## src/rtl/wdg_pkg.sv

```systemverilog
package wdg_pkg;
    typedef enum logic {
        WIN_LOCKED = 1'b0,
        WIN_OPEN   = 1'b1
    } win_state_e;

    localparam int CODE_W    = 4;
    localparam int CODE_LAST = 9;
    localparam int FLAG_W    = 5;
    localparam int FLAG_WD   = 3;
endpackage

```

## src/rtl/wdg_unlock_fsm.sv

```systemverilog
module wdg_unlock_fsm
    import wdg_pkg::*;
#(
    parameter int WIN_CYC = 4
) (
    input  logic clk,
    input  logic rst_n,
    input  logic ctrl_wr,
    input  logic ce_bit,
    input  logic en_bit,
    output logic is_open,
    output logic commit
);
    localparam int WW = (WIN_CYC > 2) ? $clog2(WIN_CYC) : 1;
    localparam logic [WW-1:0] WIN_LAST = WW'(WIN_CYC - 1);

    win_state_e st_q, st_d;
    logic [WW-1:0] win_q;
    logic arm;

    assign arm = ctrl_wr && ce_bit && en_bit;

    always_comb begin
        st_d = st_q;
        unique case (st_q)
            WIN_LOCKED: if (arm) st_d = WIN_OPEN;
            WIN_OPEN: begin
                if (ctrl_wr)               st_d = arm ? WIN_OPEN : WIN_LOCKED;
                else if (win_q == WIN_LAST) st_d = WIN_LOCKED;
            end
            default: st_d = WIN_LOCKED;
        endcase
    end

    always_ff @(posedge clk) begin
        if (!rst_n) begin
            st_q  <= WIN_LOCKED;
            win_q <= '0;
        end else begin
            st_q  <= st_d;
            win_q <= (arm || st_q == WIN_LOCKED) ? '0 : win_q + 1'b1;
        end
    end

    always_comb begin
        is_open = (st_q == WIN_OPEN);
        commit  = (st_q == WIN_OPEN) && ctrl_wr && !ce_bit;
    end

    // the window never outlives its last cycle
    a_r6_window_closes: assert property (@(posedge clk) disable iff (!rst_n)
        (st_q == WIN_OPEN && win_q == WIN_LAST && !ctrl_wr) |=> (st_q == WIN_LOCKED));
    // an arm write always leaves the guard open
    a_r4_arm_opens: assert property (@(posedge clk) disable iff (!rst_n)
        arm |=> (st_q == WIN_OPEN));
endmodule

```

## src/rtl/wdg_timeout.sv

```systemverilog
module wdg_timeout
    import wdg_pkg::*;
#(
    parameter int BASE_LOG2 = 11
) (
    input  logic              clk,
    input  logic              rst_n,
    input  logic              en,
    input  logic              clr,
    input  logic              tick,
    input  logic [CODE_W-1:0] code,
    output logic              hit,
    output logic              rst_req
);
    localparam int CW = BASE_LOG2 + CODE_LAST + 1;

    logic [CW-1:0]     cnt_q;
    logic [CW-1:0]     last;
    logic [CODE_W-1:0] code_eff;

    always_comb begin
        code_eff = (code > CODE_W'(CODE_LAST)) ? CODE_W'(CODE_LAST) : code;
        last     = (CW'(1) << (BASE_LOG2 + int'(code_eff))) - CW'(1);
        hit      = en && !clr && tick && (cnt_q == last);
    end

    always_ff @(posedge clk) begin
        if (!rst_n) begin
            cnt_q   <= '0;
            rst_req <= 1'b0;
        end else begin
            rst_req <= hit;
            if (!en || clr)  cnt_q <= '0;
            else if (tick)   cnt_q <= hit ? '0 : cnt_q + 1'b1;
        end
    end

    // the reset request is a single-cycle pulse
    a_r7_single_pulse: assert property (@(posedge clk) disable iff (!rst_n)
        rst_req |=> !rst_req);
    // a kick while enabled restarts the count
    a_r8_kick_clears: assert property (@(posedge clk) disable iff (!rst_n)
        (en && clr) |=> (cnt_q == '0));
endmodule

```

## src/rtl/wdg_causes.sv

```systemverilog
module wdg_causes
    import wdg_pkg::*;
(
    input  logic              clk,
    input  logic              rst_n,
    input  logic              wr,
    input  logic [FLAG_W-1:0] wdata,
    input  logic              wd_set,
    input  logic [3:0]        src_set,
    output logic [FLAG_W-1:0] flags
);
    logic [FLAG_W-1:0] set_v;

    assign set_v = {src_set[3], wd_set, src_set[2:0]};

    always_ff @(posedge clk) begin
        if (!rst_n) flags <= '0;
        else        flags <= (wr ? (flags & wdata) : flags) | set_v;
    end

    // a watchdog event always leaves its flag set
    a_r10_wd_flag_set: assert property (@(posedge clk) disable iff (!rst_n)
        wd_set |=> flags[FLAG_WD]);
endmodule

```

## src/rtl/wdt_guarded.sv

```systemverilog
module wdt_guarded
    import wdg_pkg::*;
#(
    parameter int BASE_LOG2 = 11,
    parameter int WIN_CYC   = 4
) (
    input  logic       clk,
    input  logic       rst_n,
    input  logic       bus_wr,
    input  logic       bus_sel,
    input  logic [7:0] bus_wdata,
    input  logic       kick,
    input  logic       tick,
    input  logic [3:0] cause_in,
    output logic [7:0] ctrl_rd,
    output logic [7:0] stat_rd,
    output logic       rst_req
);
    logic              ctrl_wr, stat_wr;
    logic              en_q, ie_q;
    logic [CODE_W-1:0] sel_q, sel_new;
    logic              is_open, commit, sel_chg, hit;
    logic [FLAG_W-1:0] flags;

    assign ctrl_wr = bus_wr && !bus_sel;
    assign stat_wr = bus_wr && bus_sel;
    assign sel_new = {bus_wdata[5], bus_wdata[2:0]};
    assign sel_chg = commit && (sel_new != sel_q);

    wdg_unlock_fsm #(.WIN_CYC(WIN_CYC)) u_fsm (
        .clk(clk), .rst_n(rst_n), .ctrl_wr(ctrl_wr),
        .ce_bit(bus_wdata[4]), .en_bit(bus_wdata[3]),
        .is_open(is_open), .commit(commit)
    );

    always_ff @(posedge clk) begin
        if (!rst_n) begin
            en_q  <= 1'b0;
            ie_q  <= 1'b0;
            sel_q <= '0;
        end else if (ctrl_wr) begin
            ie_q <= bus_wdata[6];
            if (commit) begin
                en_q  <= bus_wdata[3];
                sel_q <= sel_new;
            end else begin
                en_q  <= en_q | bus_wdata[3];
            end
        end
    end

    wdg_timeout #(.BASE_LOG2(BASE_LOG2)) u_tmr (
        .clk(clk), .rst_n(rst_n), .en(en_q), .clr(kick || sel_chg),
        .tick(tick), .code(sel_q), .hit(hit), .rst_req(rst_req)
    );

    wdg_causes u_cause (
        .clk(clk), .rst_n(rst_n), .wr(stat_wr), .wdata(bus_wdata[FLAG_W-1:0]),
        .wd_set(hit), .src_set(cause_in), .flags(flags)
    );

    assign ctrl_rd = {1'b0, ie_q, sel_q[3], is_open, en_q, sel_q[2:0]};
    assign stat_rd = {3'b000, flags};

    // outside the window the timeout select cannot move
    a_r3_locked_sel: assert property (@(posedge clk) disable iff (!rst_n)
        (ctrl_wr && !is_open) |=> $stable(sel_q));
    // outside the window the enable cannot fall
    a_r3_locked_en: assert property (@(posedge clk) disable iff (!rst_n)
        (ctrl_wr && !is_open && en_q) |=> en_q);
    // writing enable as one always turns the watchdog on
    a_r2_enable_on: assert property (@(posedge clk) disable iff (!rst_n)
        (ctrl_wr && bus_wdata[3]) |=> en_q);
    // the reset request is accompanied by its flag
    a_r10_req_flag: assert property (@(posedge clk) disable iff (!rst_n)
        rst_req |-> stat_rd[FLAG_WD]);
endmodule

```

## config.mk

```make
export PLATFORM = sky130hd
export DESIGN_NAME = wdt_guarded
export DESIGN_NICKNAME = d
export VERILOG_FILES = /design/src/rtl/wdg_pkg.sv /design/src/rtl/wdg_unlock_fsm.sv /design/src/rtl/wdg_timeout.sv /design/src/rtl/wdg_causes.sv /design/src/rtl/wdt_guarded.sv
export SDC_FILE = /design/constraint.sdc
export NUM_CORES = 1
export LEC_CHECK = 0
export CAP_MARGIN = 20
export CELL_PAD_IN_SITES_DETAIL_PLACEMENT = 0
export CELL_PAD_IN_SITES_GLOBAL_PLACEMENT = 1
export CORE_MARGIN = 10
export CORE_UTILIZATION = 25
export CTS_BUF_LIST = sky130_fd_sc_hd__clkbuf_8 sky130_fd_sc_hd__clkbuf_16
export DETAILED_ROUTE_END_ITERATION = 7
export HOLD_SLACK_MARGIN = 0.12
export PLACE_DENSITY_LB_ADDON = 0.3
export SYNTH_ARGS = -nofsm -noshare
export SYNTH_HDL_FRONTEND = slang
export SYNTH_SLANG_ARGS = --single-unit
```

## constraint.sdc

```tcl
create_clock -name clk -period 2.28 [get_ports clk]
set_input_delay 0.342 -clock clk [delete_from_list [all_inputs] [get_ports clk]]
set_output_delay 0.342 -clock clk [all_outputs]
set_load 0.05 [all_outputs]
```

==> results of run 1 <==
[metal layers]
metal | wire (microns) | global-route usage, % | vias up
li1 | - | - | 917
met1 | 2560 | 10.8 | 828
met2 | 2440 | 13.0 | 29
met3 | 201 | 1.76 | 6
met4 | 82 | 3.67 | 0
met5 | 0 | 0 | -
[sequential cells by signal, summed over array words and instances, names as in the netlist]
signal         cells
u_tmr.cnt_q       21
u_cause.flags      5
sel_q              4
u_fsm.win_q        2
en_q               1
ie_q               1
u_fsm.is_open      1
u_tmr.rst_req      1
[power breakdown]
| part | switching, mW | leakage [nW] | internal (mW) |
|---|---|---|---|
| sequential | 0.00537 | 0.292 | 0.637 |
| clock | 0.228 | 0.0486 | 0.241 |
| combinational | 0.0806 | 0.557 | 0.0609 |
| total | 0.314 | 0.897 | 0.939 |
[logic make-up (layout without fill, tap and decap cells)]
logic type / Yosys count / in the layout / share of synthesized area (%)
compound gates: 36 / 36 / 12.2
other cells: 2 / 6 / 0.327
buf+inv: 27 / 55 / 10.1
xor+xnor: 26 / 26 / 9.91
fa+ha+maj: 3 / 3 / 1.63
flops: 36 / 36 / 31.4
simple gates: 102 / 102 / 31.4
mux: 7 / 7 / 3.05
[worst register-to-register path, delay by kind of cell (launching register included)]
kind / cells / cell delay [ns]
AND/OR/NAND/NOR: 3 / 0.53
buffers and inverters: 1 / 0.19
flip-flops: 1 / 0.62
AO/OA/AOI/OAI: 2 / 0.56
[final timing paths]
kind              cells past startpoint              to      startpoint
hold / removal                        1  u_fsm.win_q[0]  u_fsm.win_q[0]
setup reg to reg                      6  u_tmr.cnt_q[8]        sel_q[3]
hold reg to reg                       1  u_fsm.win_q[0]  u_fsm.win_q[0]
setup / recovery                      1      ctrl_rd[2]        sel_q[2]
[layout make-up]
class	count	area, sq um
Tap cell	108	135
Sequential cell	36	722
Fill cell	936	6100
Timing Repair Buffer	44	423
Multi-Input combinational cell	180	1360
Inverter	3	11.3
Clock inverter	2	11.3
Clock buffer	6	82.6
[placed cells by master, fill, tap and decap left out, drive strengths merged, types with 8 or more instances in the layout]
| cell type | n |
|---|---|
| nand4 | 13 |
| nor2 | 10 |
| buf | 17 |
| xor2 | 19 |
| o21a | 8 |
| nor3 | 22 |
| clkdlybuf4s50 | 27 |
| nand2 | 11 |
| nand3 | 9 |
| dfxtp | 36 |
[per-stage QoR]
step	std cells	util [%]	power, mW	hold slack [ns]
floorplan	243	-	0.750	0.398
global placement	371	29.9	0.798	0.411
detailed placement	371	29.9	0.798	0.417
CTS	379	31.0	1.28	0.429
global route	379	31.0	1.32	0.440
finish	379	31.0	1.25	0.427
[repair_timing]
| action | 4_1_cts | 5_1_grt |
|---|---|---|
| endpoints found under the hold margin | 0 | 0 |
| hold buffers | 0 | 0 |
| endpoints found under the setup margin | 0 | 9 |
| resized for setup | 0 | 1 |
==> summary.txt, run 1 <==
Worst path max stage delay: 0.89 ns
Initial Utilization: 26.0%
worst path buffer plus inverter count: 1
CTS buffer count: 5
Residual DRC: 0
Area Growth Syn to Fin: 19.4%
critical path class: flip-flop to output port
Synth Cell Area: 2300 sq um
Die Ht: 116 microns
initial antenna violation count: 0
Wirelength per Cell: 13.9 microns
maximum vdd drop: 208 uV
Setup Total Neg Slack: 0 ns
CP max stage cell: clkdlybuf4s50_1
Worst Max-Slew Pin Slew: 0.518 ns
Pwr Density: 456 nW/um^2
DR vias: 1780
R2R setup slack: 0.26 ns
worst endpoint required time: 1.94 ns
number of global-route vias before repair: 1734
Async SR Flop Fraction: 0%
Worst Hold Class: flip-flop to flip-flop
Cells after Synth: 239
share of cells above drive strength 1: 21.0%
Syn Area/Cell: 9.62 sq um
Worst-Skew Late Latency: 0.29 ns
Data arrival, critical path: 1.75 ns
Setup crit start kind: flip-flop
RSZ-0062 raised after global routing: no
Pins Over Slew Limit: 0
DR iter-0 viols: 76
Period minus WS final: 2.09 ns
Post-synth top flop: dfxtp_1
Critical Path End Type: output port
critical-path maximum fanout: 12
count leader, synth: dfxtp_1
clock root buffer: clkbuf_8
CTS H-tree lvls: 2
pin count of the biggest net entering global routing: 25
Pre-antenna DRT Iters: 4
Die ar.: 13400 sq um
Fin. Hold Viols: 0
Die X: 116 microns
clock transition at the registers of the reported paths: 0.07 ns
Via density: 4.70
Seq cells post-synth: 36
Post-synth top cells: 36 x dfxtp_1, 21 x nor3_2, 19 x xor2_1
diode count: 0
status: completed
Fmax: 0.478 GHz
io pins: 35
YS warnings: 0
crit-path leading delay family: buffers and inverters
largest cells by area after synthesis: dfxtp_1 31%, nor3_2 9.1%, xor2_1 7.2%, buf_4 3.9%, nand4_1 3.5%
nets: 291
core area: 8850 sq um
CP cell instances: clkdlybuf4s50_1
Finish-stage setup viols: 0
Num Clock Sinks: 36
total grt overflow: 0
Post-synth EDFFs: 0
worst setup margin: 0.190 ns
clk buf depth: 2
# rows: 34
antenna viol nets, final: 0
Cell variety after synth: 55
GP Congestion: 0.685
postcts setup bufs: 0
first-pass GRT wire length: 8930 microns
Seq/Total Area, Yosys: 31.4%
pre-CTS WS: 0.107 ns
hpwl dp: 3920 microns
Max-slew headroom: 65.3%
Tot GR Track Use: 8.34%
Area after DPL: 2650 sq um
input/output buffers: 29
Leak Pwr: 0.897 nW
routed wire length: 5280 microns
Max-Cap Viols: 0
area leader, netlist: dfxtp_1
clock tree from TritonCTS: done
post-synth top area share: 31.4%
final instance area: 2750 sq um
Clock Skews: 0.00757 ns
fin crit share: 91.7%
No activity file was read; power rests on OpenSTA's default activity.
==> inputs of run 2 (changes only) <==
--- a/config.mk
+++ b/config.mk
@@ -8,11 +8,10 @@
 export CAP_MARGIN = 20
 export CELL_PAD_IN_SITES_DETAIL_PLACEMENT = 0
 export CELL_PAD_IN_SITES_GLOBAL_PLACEMENT = 1
-export CORE_MARGIN = 10
 export CORE_UTILIZATION = 25
 export CTS_BUF_LIST = sky130_fd_sc_hd__clkbuf_8 sky130_fd_sc_hd__clkbuf_16
 export DETAILED_ROUTE_END_ITERATION = 7
-export HOLD_SLACK_MARGIN = 0.12
+export HOLD_SLACK_MARGIN = 0.03
 export PLACE_DENSITY_LB_ADDON = 0.3
 export SYNTH_ARGS = -nofsm -noshare
 export SYNTH_HDL_FRONTEND = slang
==> run 2 against run 1 <==
Against the previous run: the flow now finishes with violations (design-rule violations); routed wire length down 7.1%; fmax fell by 4.9%; largest cell class unchanged; final area grew 0.64%; die area shrank 29%; sequential power hardly changed; via count is 0.34% lower; worst setup slack got worse by 0.11 ns; non-clock buffer count grew 2.
==> summary.txt, run 2 (synthesis results as in run 1) <==
status: complete, but fails checks
failing checks: design-rule violations
critical-path maximum fanout: 11 (-1)
input/output buffers: 29 (unchanged)
Die Ht: 97.9 microns (-16%)
Placed Cells: 373 (+0.54%)
Worst Hold Class: flip-flop to flip-flop
postcts setup bufs: 0 (unchanged)
Sw Ratio: 24.9% (-0.22 points)
fin crit share: 96.4% (+4.8 points)
Max-Cap Viols: 0 (unchanged)
Pwr Density: 451 nW/um^2 (-1.3%)
clk buf depth: 2 (unchanged)
Critical Path Sink: ctrl_rd[2]
pin count of the biggest net entering global routing: 25 (unchanged)
reg2reg start: sel_q[0]
Fin. Hold Viols: 0 (unchanged)
Min Hold Slack: 0.425 ns (-0.00125 ns)
Period minus WS final: 2.20 ns (+0.109 ns)
Finish-stage setup viols: 0 (unchanged)
Pins Over Slew Limit: 0 (unchanged)
clock root buffer: clkbuf_8
core area: 8810 sq um (-0.48%)
Worst Max-Slew Pin Slew: 0.513 ns (-0.00550 ns)
non-filler cells, final: 381 (+0.53%)
R2R setup slack: 0.20 ns (-0.06 ns)
Setup Total Neg Slack: 0 ns (unchanged)
share of cells above drive strength 1: 20.1% (-0.89 points)
total grt overflow: 0 (unchanged)
clock share of power: 37.1% (-0.4 points)
clock tree from TritonCTS: done
hpwl dp: 3650 microns (-7.0%)
Leak Pwr: 0.928 nW (+3.4%)
Wirelength per Cell: 12.9 microns (-7.6%)
Die ar.: 9580 sq um (-29%)
Worst path max stage delay: 0.79 ns (-0.10 ns)
routed wire length: 4900 microns (-7.1%)
Top reg by flops: u_tmr.cnt_q
Residual DRC: 2 (+2)
diode count: 0 (unchanged)
max reg flops: 21 (unchanged)
DR iter-0 viols: 94 (+24%)
Tot GR Track Use: 10.9% (+2.6 points)
GP Congestion: 0.731 (+6.6%)
R2R Path End: u_tmr.cnt_q[6]
worst r2r path cells: 7 (+1)
RSZ-0062 raised after global routing: no
CP cell instances: buf_4 -> clkdlybuf4s50_1
commonest non-fill, non-tap cell in the layout: dfxtp_1
critical path class: flip-flop to output port
Num Clock Sinks: 36 (unchanged)
Max-slew headroom: 65.7% (+0.37 points)
Fmax: 0.455 GHz (-4.9%)
Area after DPL: 2670 sq um (+0.76%)
clock transition at the registers of the reported paths: 0.07 ns (about the same)
Setup crit start kind: flip-flop
critical path startpoint: sel_q[2]
maximum vdd drop: 177 uV (-15%)
worst endpoint required time: 1.94 ns (about the same)
Area Growth Syn to Fin: 20.2%
NetSw: 0.309 mW (-1.5%)
Clock Skews: 0.00354 ns (-0.00404 ns)
first-pass GRT wire length: 8360 microns (-6.4%)
combinational group share of total power: 11.4% (about the same)
final instance area: 2760 sq um (+0.64%)
CTS H-tree lvls: 2 (unchanged)
# rows: 34 (unchanged)
nets: 293 (+0.69%)
Largest regs: u_tmr.cnt_q x21, u_cause.flags x5, sel_q x4
Core Util, Final: 31.4% (+0.35 points)
number of global-route vias before repair: 1725 (-0.52%)
io pins: 35 (unchanged)
Pre-antenna DRT Iters: 6 (+2)
antenna viol nets, final: 0 (unchanged)
DR vias: 1774 (-0.34%)
Via density: 4.66 (-0.86%)
initial antenna violation count: 0 (unchanged)
most frequent cells in the layout: 36 x dfxtp_1, 28 x clkdlybuf4s50_1, 21 x nor3_2
Data arrival, critical path: 1.86 ns (+0.11 ns)
Die X: 97.9 microns (-16%)
Initial Utilization: 26.1% (+0.13 points)
Pint: 0.935 mW (-0.35%)
Worst-Skew Late Latency: 0.28 ns (about the same)
CP max stage cell: clkdlybuf4s50_1
Reg power frac: 51.6% (+0.4 points)
Critical Path End Type: output port
CTS buffer count: 5 (unchanged)
run 2: layout make-up:
type	count	area [sq um]
fillers	894	6040
clock buffers	6	82.6
inverters	3	11.3
repair buffers	46	445
multi-input cells	180	1360
well taps	108	135
clock inverters	2	7.51
flip-flops and latches	36	721
run 2: what timing repair did:
item | in CTS | in global routing
hold buffers | 0 | 0
endpoints found under the setup margin | 0 | 1
gates resized for setup | 0 | 1
run 2: through the flow:
| step | total power [mW] | worst slack [ns] |
|---|---|---|
| after detailed placement | 0.797 | 0.143 |
| final | 1.24 | 0.0810 |
| after global placement | 0.797 | 0.160 |
| after CTS | 1.27 | 0.0155 |
| after floorplan | 0.750 | 0.221 |
| after global routing | 1.30 | 0.00874 |
run 2: power groups by stage:
stage               Clock [mW]  Sequential [mW]  Combinational, mW
finish                   0.462            0.642              0.141
global route             0.509            0.643              0.150
CTS                      0.485            0.642              0.142
detailed placement           0            0.656              0.141
global placement             0            0.656              0.141
floorplan                    0            0.674             0.0755
run 2: worst max-delay path: cells and delay by family, from the launching register on:
family   cells  cell delay (ns)
flops        1             0.58
buf+inv      2             0.99
run 2: worst min path at each step:
stage / from / endpoint / cells after the start
global placement: u_fsm.win_q[0] / u_fsm.win_q[0] / 1
global route: u_fsm.win_q[0] / u_fsm.win_q[0] / 1
finish: u_fsm.win_q[0] / u_fsm.win_q[0] / 1
detailed placement: u_fsm.win_q[0] / u_fsm.win_q[0] / 1
floorplan: u_fsm.win_q[0] / u_fsm.win_q[0] / 1
CTS: u_fsm.win_q[0] / u_fsm.win_q[0] / 1
run 2: layer usage:
| metal | part of all wire [%] | GRT usage, % |
|---|---|---|
| met1 | 53 | 15.1 |
| met4 | 1.5 | 4.20 |
| met5 | 0 | 0 |
| met3 | 2.6 | 2.15 |
| met2 | 42 | 16.5 |
==> inputs of run 3 (changes only) <==
==> constraint.sdc (replaced) <==
create_clock -name clk -period 2.6 [get_ports clk]
set_input_delay 0.39 -clock clk [delete_from_list [all_inputs] [get_ports clk]]
set_output_delay 0.39 -clock clk [all_outputs]
set_load 0.05 [all_outputs]
==> run 3 against run 2 <==
Against the previous run: the run still ends with design-rule violations left; non-clock buffer count is 6 lower; worst setup slack better by 0.21 ns; critical path depth shrank 1; register-to-register slack better by 0.16 ns; combinational power fell by 13%; sequential power decreased by 12%; clock power is 11% lower.
==> summary.txt, run 3 (synthesis results as in run 1) <==
maximum vdd drop: 175 uV (-1.5%)
Setup Total Neg Slack: 0 ns (unchanged)
first-pass GRT wire length: 8420 microns (+0.83%)
R2R Path End: u_tmr.cnt_q[13]
Worst Max-Slew Pin Slew: 0.608 ns (+0.0954 ns)
fin crit share: 88.7%
failing checks: design-rule violations
Worst Hold Class: flip-flop to flip-flop
worst endpoint required time: 2.21 ns (+0.27 ns)
clock tree from TritonCTS: done
Residual DRC: 2 (unchanged)
routed wire length: 4940 microns (+0.78%)
input/output buffers: 29 (unchanged)
Tot GR Track Use: 10.9% (about the same)
Min Hold Slack: 0.419 ns (-0.00593 ns)
RSZ-0062 raised after global routing: no
Pint: 0.820 mW (-12%)
diode count: 0 (unchanged)
Top reg by flops: u_tmr.cnt_q
# rows: 34 (unchanged)
Pre-antenna DRT Iters: 6 (unchanged)
Max-Cap Viols: 0 (unchanged)
hpwl dp: 3640 microns (-0.36%)
Largest regs: u_tmr.cnt_q x21, u_cause.flags x5, sel_q x4
combinational group share of total power: 11.2% (-0.2 points)
Max-slew headroom: 59.4% (-6.3 points)
max reg flops: 21 (unchanged)
Sw Ratio: 25.3% (+0.41 points)
commonest non-fill, non-tap cell in the layout: dfxtp_1
clk buf depth: 2 (unchanged)
Worst path max stage delay: 0.92 ns (+0.13 ns)
status: complete, but fails checks
critical path startpoint: sel_q[0]
Finish-stage setup viols: 0 (unchanged)
Num Clock Sinks: 36 (unchanged)
Placed Cells: 367 (-1.6%)
Wirelength per Cell: 13.2 microns (+2.4%)
antenna viol nets, final: 0 (unchanged)
initial antenna violation count: 0 (unchanged)
Pins Over Slew Limit: 0 (unchanged)
clock root buffer: clkbuf_8
GP Congestion: 0.753 (+3.1%)
Leak Pwr: 0.864 nW (-6.8%)
Via density: 4.76 (+2.3%)
Critical Path End Type: output port
Die Ht: 97.9 microns (unchanged)
number of global-route vias before repair: 1727 (+0.12%)
DR vias: 1786 (+0.68%)
Reg power frac: 51.3% (-0.3 points)
non-filler cells, final: 375 (-1.6%)
Period minus WS final: 2.31 ns
clock share of power: 37.4% (+0.3 points)
total grt overflow: 0 (unchanged)
postcts setup bufs: 0 (unchanged)
R2R setup slack: 0.36 ns (+0.16 ns)
share of cells above drive strength 1: 18.4% (-1.8 points)
Critical Path Sink: ctrl_rd[0]
most frequent cells in the layout: 36 x dfxtp_1, 29 x clkdlybuf4s50_1, 21 x nor3_2
worst r2r path cells: 5 (-2)
Setup crit start kind: flip-flop
pin count of the biggest net entering global routing: 21 (-16%)
Fmax: 0.434 GHz
NetSw: 0.277 mW (-10%)
critical path class: flip-flop to output port
Worst-Skew Late Latency: 0.29 ns (about the same)
Stages on worst setup path: 1 (-1)
Fin. Hold Viols: 0 (unchanged)
reg2reg start: sel_q[0]
worst path buffer plus inverter count: 1 (-1)
CTS buffer count: 5 (unchanged)
Area Growth Syn to Fin: 17.0%
DR iter-0 viols: 52 (-45%)
nets: 287 (-2.0%)
Pwr Density: 408 nW/um^2 (-9.5%)
CP cell instances: clkdlybuf4s50_1
Data arrival, critical path: 1.92 ns (+0.06 ns)
clock transition at the registers of the reported paths: 0.07 ns (about the same)
PostCTS Resize Cnt: 0 (unchanged)
Die X: 97.9 microns (unchanged)
Initial Utilization: 26.1% (unchanged)
Hold-fix buffers, CTS: 0 (unchanged)
core area: 8810 sq um (unchanged)
io pins: 35 (unchanged)
critical-path maximum fanout: 16 (+5)
Clock Skews: 0.00660 ns (+0.00306 ns)
CTS H-tree lvls: 2 (unchanged)
crit-path leading delay family: buffers and inverters
CP max stage cell: clkdlybuf4s50_1
Die ar.: 9580 sq um (unchanged)
run 3: worst min path at each step:
stage	start	endpoint	slack [ns]	depth (start not counted)
floorplan	u_fsm.win_q[0]	u_fsm.win_q[0]	0.40	1
global placement	u_fsm.win_q[0]	u_fsm.win_q[0]	0.41	1
detailed placement	u_fsm.win_q[0]	u_fsm.win_q[0]	0.41	1
CTS	u_fsm.win_q[0]	u_fsm.win_q[0]	0.42	1
global route	u_fsm.win_q[0]	u_fsm.win_q[0]	0.45	1
finish	u_fsm.win_q[0]	u_fsm.win_q[0]	0.42	1
run 3: area by class of cell:
type | count | area, sq um
Timing Repair Buffer | 40 | 373
Clock inverter | 2 | 7.51
Tap cell | 108 | 135
Sequential cell | 36 | 721
Multi-Input combinational cell | 180 | 1360
Inverter | 3 | 11.3
Fill cell | 907 | 6120
Clock buffer | 6 | 82.6
run 3: through the flow:
stage	power (mW)	instance area (sq um)	utilization [%]	setup slack [ns]
finish	1.10	2690	30.5	0.295
global route	1.15	2690	30.5	0.176
CTS	1.11	2690	30.5	0.293
global placement	0.699	2600	29.5	0.254
floorplan	0.658	2310	-	0.541
detailed placement	0.699	2600	29.5	0.222
run 3: power groups by stage:
stage	combinational (mW)	sequential [mW]	clock [mW]
global route	0.132	0.564	0.453
finish	0.123	0.563	0.411
global placement	0.123	0.576	0
floorplan	0.0662	0.591	0
CTS	0.123	0.563	0.429
detailed placement	0.123	0.576	0
run 3: per-layer routing:
layer  track usage, %  vias up  routed length [microns]
met3             2.36        5                      141
met1             14.7      859                     2550
li1                 -      899                        -
met2             17.4       23                     2180
met4             3.15        0                       57
met5                0        -                        0
